==> src/rtl/por_pkg.sv <==
package por_pkg;

   // Number of reset cycles produced by a counter of the given width.
   function automatic longint unsigned por_len(input int unsigned w);
      return (longint'(1) << w) - 1;
   endfunction

endpackage

==> src/rtl/por_sync.sv <==
module por_sync #(
   parameter int unsigned STAGES = 2
) (
   input  logic clk,
   input  logic d_n,
   output logic q_n
);
   // Each stage powers up in the deasserted (high) state.
   logic [STAGES-1:0] stg = '1;

   always_ff @(posedge clk) stg[0] <= d_n;

   for (genvar i = 1; i < STAGES; i++) begin : g_stage
      always_ff @(posedge clk) stg[i] <= stg[i-1];
   end

   assign q_n = stg[STAGES-1];
endmodule

==> src/rtl/por_down_counter.sv <==
module por_down_counter #(
   parameter int unsigned CNT_W = 8
) (
   input  logic             clk,
   input  logic             reload,
   output logic [CNT_W-1:0] cnt,
   output logic             busy_next
);
   localparam logic [CNT_W-1:0] FULL = '1;
   localparam logic [CNT_W-1:0] ZERO = '0;

   // Power-up value comes from the initializer, not from a reset.
   logic [CNT_W-1:0] cnt_q = FULL;
   logic [CNT_W-1:0] cnt_d;

   always_comb begin
      if (reload)
         cnt_d = FULL;
      else if (cnt_q != ZERO)
         cnt_d = cnt_q - 1'b1;
      else
         cnt_d = cnt_q;
   end

   always_ff @(posedge clk) cnt_q <= cnt_d;

   assign cnt       = cnt_q;
   assign busy_next = (cnt_d != ZERO);
endmodule

==> src/rtl/por_reset_gen.sv <==
module por_reset_gen #(
   parameter int unsigned CNT_W       = 8,
   parameter int unsigned SYNC_STAGES = 2,
   parameter bit          USE_EXT     = 1'b1
) (
   input  logic clk,
   input  logic ext_rst_n,
   output logic rst
);
   import por_pkg::*;

   localparam longint unsigned RST_CYCLES = por_len(CNT_W);

   initial begin
      if (CNT_W < 2 || CNT_W > 32)
         $error("por_reset_gen: CNT_W must lie in 2..32");
      if (SYNC_STAGES < 2)
         $error("por_reset_gen: SYNC_STAGES must be at least 2");
      if (RST_CYCLES < 3)
         $error("por_reset_gen: reset interval too short");
   end

   logic             ext_sync_n;
   logic             ext_seen;
   logic [CNT_W-1:0] cnt;
   logic             busy_next;

   // External request path: present only when USE_EXT is set.
   generate
      if (USE_EXT) begin : g_ext
         por_sync #(.STAGES(SYNC_STAGES)) u_sync (
            .clk (clk),
            .d_n (ext_rst_n),
            .q_n (ext_sync_n)
         );
         assign ext_seen = ~ext_sync_n;
      end else begin : g_no_ext
         assign ext_sync_n = ext_rst_n;
         assign ext_seen   = 1'b0 & ~ext_sync_n;
      end
   endgenerate

   por_down_counter #(.CNT_W(CNT_W)) u_cnt (
      .clk       (clk),
      .reload    (ext_seen),
      .cnt       (cnt),
      .busy_next (busy_next)
   );

   // Registered output, high from configuration onward.
   logic rst_q = 1'b1;

   always_ff @(posedge clk) rst_q <= busy_next;

   assign rst = rst_q;
endmodule

==> config.mk <==
export PLATFORM = sky130hd
export DESIGN_NAME = por_reset_gen
export DESIGN_NICKNAME = d
export VERILOG_FILES = /design/src/rtl/por_pkg.sv /design/src/rtl/por_sync.sv /design/src/rtl/por_down_counter.sv /design/src/rtl/por_reset_gen.sv
export SDC_FILE = /design/constraint.sdc
export NUM_CORES = 1
export LEC_CHECK = 0
export BUFFER_PORTS_ARGS = -buffer_cell sky130_fd_sc_hd__buf_2
export CORE_AREA = 8 8 45 47
export DETAILED_ROUTE_END_ITERATION = 16
export DIE_AREA = 0 0 53 55
export GPL_TIMING_DRIVEN = 1
export HOLD_SLACK_MARGIN = 0.06
export PLACE_DENSITY_LB_ADDON = 0.15
export SYNTH_ARGS = -nofsm -noshare
export SYNTH_HDL_FRONTEND = slang
export SYNTH_HIERARCHICAL = 1
export SYNTH_SLANG_ARGS = --single-unit
export TNS_END_PERCENT = 50
==> constraint.sdc <==
create_clock -name clk -period 5.2 [get_ports clk]
set_input_delay 0.78 -clock clk [delete_from_list [all_inputs] [get_ports clk]]
set_output_delay 0.78 -clock clk [all_outputs]
set_load 0.005 [all_outputs]
* Word level (Yosys, flattened, before mapping) *
Index checks and enable logic that the tools add are counted.

operators by class
  $add $sub $neg = 1
  reduce and logical (&&, ||, !) cells = 2
  mux-type cells = 2

operators with widths
  kind                                              count
  2-to-1 mux 8 bit                                  2
  nonzero test 8 bit                                2
  subtractor 8 x 1 -> 8 bit, second input constant  1

word-level totals
  register bits = 11
  output and inout port bits = 1
  bits of input ports = 2
  word-level logic and storage cells = 9

* Depth between registers and ports, before layout *
  word-level depth = 4
  depth in mapped cells = 6
  gate-level depth less buffers = 6

* Cells and area by module *
The synthesis kept the hierarchy.

modules (own cells, without submodules)
  module            cells an instance  times used  area an instance (µm²)
  por_down_counter  51                 1           469.2
  por_sync          2                  1           40.0
  por_reset_gen     2                  1           23.8

* Worst setup path before layout *
OpenSTA, ideal clock, no wires.

  kind = reg-to-reg
  start = reg u_cnt.cnt_q[0], in the netlist u_cnt/cnt[0]
  end = reg u_cnt.cnt_q[1], in the netlist u_cnt/cnt[1]
  period minus slack after synthesis = 1.684 ns
  arrival time = 1.564 ns
  path buffers = 0
  path slack = 3.516 ns
  data required time = 5.080 ns
  cell stages (with the launch flop) = 7
  library setup time = 0.120 ns
  path through = dfxtp_1 inv_1 ha_1 nor3b_1 nand3_1 mux2i_1 or2_1

on the way
  cells in the longest elaborated chain, start to end = 3
  elaborated cells between the ends (all ways) = 4

ends and longest elaborated chain
  item                                                             line                                            text
  start, declared                                                  por_down_counter.sv:13                          logic [CNT_W-1:0] cnt_q = FULL;
  start signal, assigned                                           por_down_counter.sv:25                          always_ff @(posedge clk) cnt_q <= cnt_d;
  subtractor 8 x 1 -> 8 bit or nonzero test 8 bit (tied branches)  por_down_counter.sv:20, por_down_counter.sv:19
  2-to-1 mux 8 bit (*)                                             por_down_counter.sv:19                          else if (cnt_q != ZERO)
  2-to-1 mux 8 bit (*)                                             por_down_counter.sv:17                          if (reload)
  net u_cnt.cnt_d[1]                                               por_down_counter.sv:14                          logic [CNT_W-1:0] cnt_d;

Mark *: on every way through the listed nets, which the timed path passes. The rest lies on a longest branch.

* Worst setup path in the final report *
Ends and elaborated chain as after synthesis.

==> results.toml <==
[sta]
tns_ps = 0
min_period_ps = 1950
slew_headroom_pct = 65.17
finalWorstSetupSlack_ps = 3250
maxSlewViolCount = 0
worst_pin_slew_ps = 521.3
fmax_ghz = 0.5128
fin_hold_ws_ps = 335.2
timing.final.crit_share_pct = 37.50
setup_viol = 0
fin_skew_ps = 3.792
rsz0062_at_grt = "no"
hold_violations = 0

[worst_setup_path]
cp-start-kind = "flop"
crit_fanout = 6
critPathKind = "reg -> reg"
endpoint_kind = "flop"
worstSetupStartpoint = "u_cnt/cnt[0]"
r2r-start = "u_cnt/cnt[0]"
required_ps = 5360
cp.arrival_ps = 2110

[drt]
dr.pass1.iters = 4
wl_per_cell_um = 12.29
vias = 416
drt-vias-per-instance = 5.403
routed_wirelength_um = 946
drt_iter0_markers = 11
drc = 0
ant_nets = 0

[min_path]
hold_start = "g_ext.u_sync/stg[0]"
hp-class = "reg -> reg"

[floorplanning]
die_w_um = 53
fp.dieH_um = 55
dieArea_mm2 = 0.002915
core_area_mm2 = 0.001384
rows = 14
io_pins = 3
start_util_pct = 38.52

[global_routing]
grt_pass1_wl_mm = 1.731
antenna_found_initial = 0
grtUsageTotal_pct = 8.324
grt_pass1_vias = 419
grt_max_degree = 9
grt-ovfl-total = 0

[power_and_ir_drop]
leakagePower_nw = 0.2176
peakVddDrop_mv = 0.1245
p_per_area_mw_per_mm2 = 266.6

[yosys]
ys.flop_type = "dfxtp_1"
synth_top_area_share_pct = 41.31
synth_top_area_cell = "dfxtp_1"
ys_ff_latch = 11
avgSynthCellArea_um2 = 9.691
yosysMostFrequentCell = "dfxtp_1"
netlist_area_um2 = 533.0
synth_cells = 55
seq_area_frac_synth_pct = 41.31
ys_types = 27
synth_top_cells_by_area = "dfxtp_1 (41%), a21o_1 (5.6%), xnor2_1 (4.9%)"
async_flop_share_pct = 0
synth_edf_count = 0
mappedNetlistNets = 59
yosys_warnings = 6
yosys-top-cells-count = "dfxtp_1 (11), a21o_1 (4), inv_1 (4), nor2_1 (4)"

[cts]
worst_skew_pair.late_latency_ps = 270
cts_resized = 0
clockBufferDepth = 2
ctsHoldBuffers = 0
cts_tree = "yes"
cts_made_buffers = 3
h-tree-depth = 1
path_clk_slew_ps = 70
postCtsSetupBuffers = 0
cts_sinks = 11
ctsRootBufferMaster = "clkbuf_4"

[job]
maxCapViolCount = 0

[layout]
drive_gt1_share_pct = 11.48
final_area_um2 = 589.3
filler_cell_count = 134
antenna_cells = 0
area_growth_pct = 10.56
layout.nets = 66

[placed_design]
port_buffers = 2
gp_congestion = 0.7688
place_area_um2 = 563.0
place_hpwl_um = 653.8
pre_cts_slack_ps = 3282

[status]
status = "completed"
==> final timing paths <==
kind | endpoint | slack [ps] | cells past startpoint
min reg2reg | g_ext.u_sync/q_n | 340 | 0
max reg2reg | u_cnt/cnt[1] | 3250 | 6
max | u_cnt/cnt[1] | 3250 | 6
min | g_ext.u_sync/q_n | 340 | 0
==> cell usage in the layout (no fill, tap or decap), types with 2 or more instances in the layout <==
master	count
nor2_1	4
nor3_1	3
or2_1	2
nor4_1	2
ha_1	2
a211o_1	2
nand3_1	2
clkbuf_4	3
xnor2_1	3
inv_1	4
a21o_1	4
dfxtp_1	11
buf_2	2
==> power by group <==
| group | leakage, nW | internal (W) | switching, W | total (W) |
|---|---|---|---|---|
| Combinational | 0.112 | 0.00000400 | 0.00000500 | 0.00000899 |
| Sequential | 0.0904 | 0.0000870 | 0.00000280 | 0.0000898 |
| Clock | 0.0150 | 0.0000297 | 0.0000286 | 0.0000583 |
==> critical path: stages (launching register included) <==
cell,delay (ps)
dfxtp_1,360
inv_1,100
ha_1,160
nor3b_1,460
nand3_1,360
mux2i_1,190
or2_1,210
==> cells by family (layout without fill, tap and decap cells) <==
group,count (synthesis),count (layout),synth area share (%)
buf+inv,4,10,2.816
mux,1,1,1.878
flops,11,11,41.31
xor+xnor,4,4,6.574
simple gates,22,22,25.12
compound gates,11,11,17.61
fa+ha+maj,2,2,4.694
==> per-stage QoR <==
stage | cells | utilization [%] | total power (W)
floorplan | 55 | - | 0.00009818
global placement | 73 | 40.69 | 0.0001007
detailed placement | 73 | 40.69 | 0.0001005
CTS | 77 | 42.59 | 0.0001607
global route | 77 | 42.59 | 0.0001685
finish | 77 | 42.59 | 0.0001571
==> final cells by class <==
cell class	instances	area (um2)	share of cell area, %
flip-flops and latches	11	220.2	37.37
clock buffers	4	26.28	4.459
well taps	16	20.02	3.397
repair buffers	2	10.01	1.699
multi-input cells	40	297.8	50.53
inverters	4	15.01	2.548
==> routing by layer <==
| metal | vias up | wire length [um] | global-route usage (%) |
|---|---|---|---|
| met2 | 8 | 422 | 11.33 |
| met1 | 191 | 455 | 9.633 |
| li1 | 215 | - | - |
| met3 | 2 | 54 | 3.476 |
| met4 | 0 | 14 | 7.759 |
| met5 | - | 0 | 0 |
==> sequential cells by signal (all words and copies together) (netlist names) <==
register / count
u_cnt/cnt: 8
rst: 1
g_ext.u_sync/stg: 1
g_ext.u_sync/q_n: 1
No activity file was read; power rests on OpenSTA's default activity.
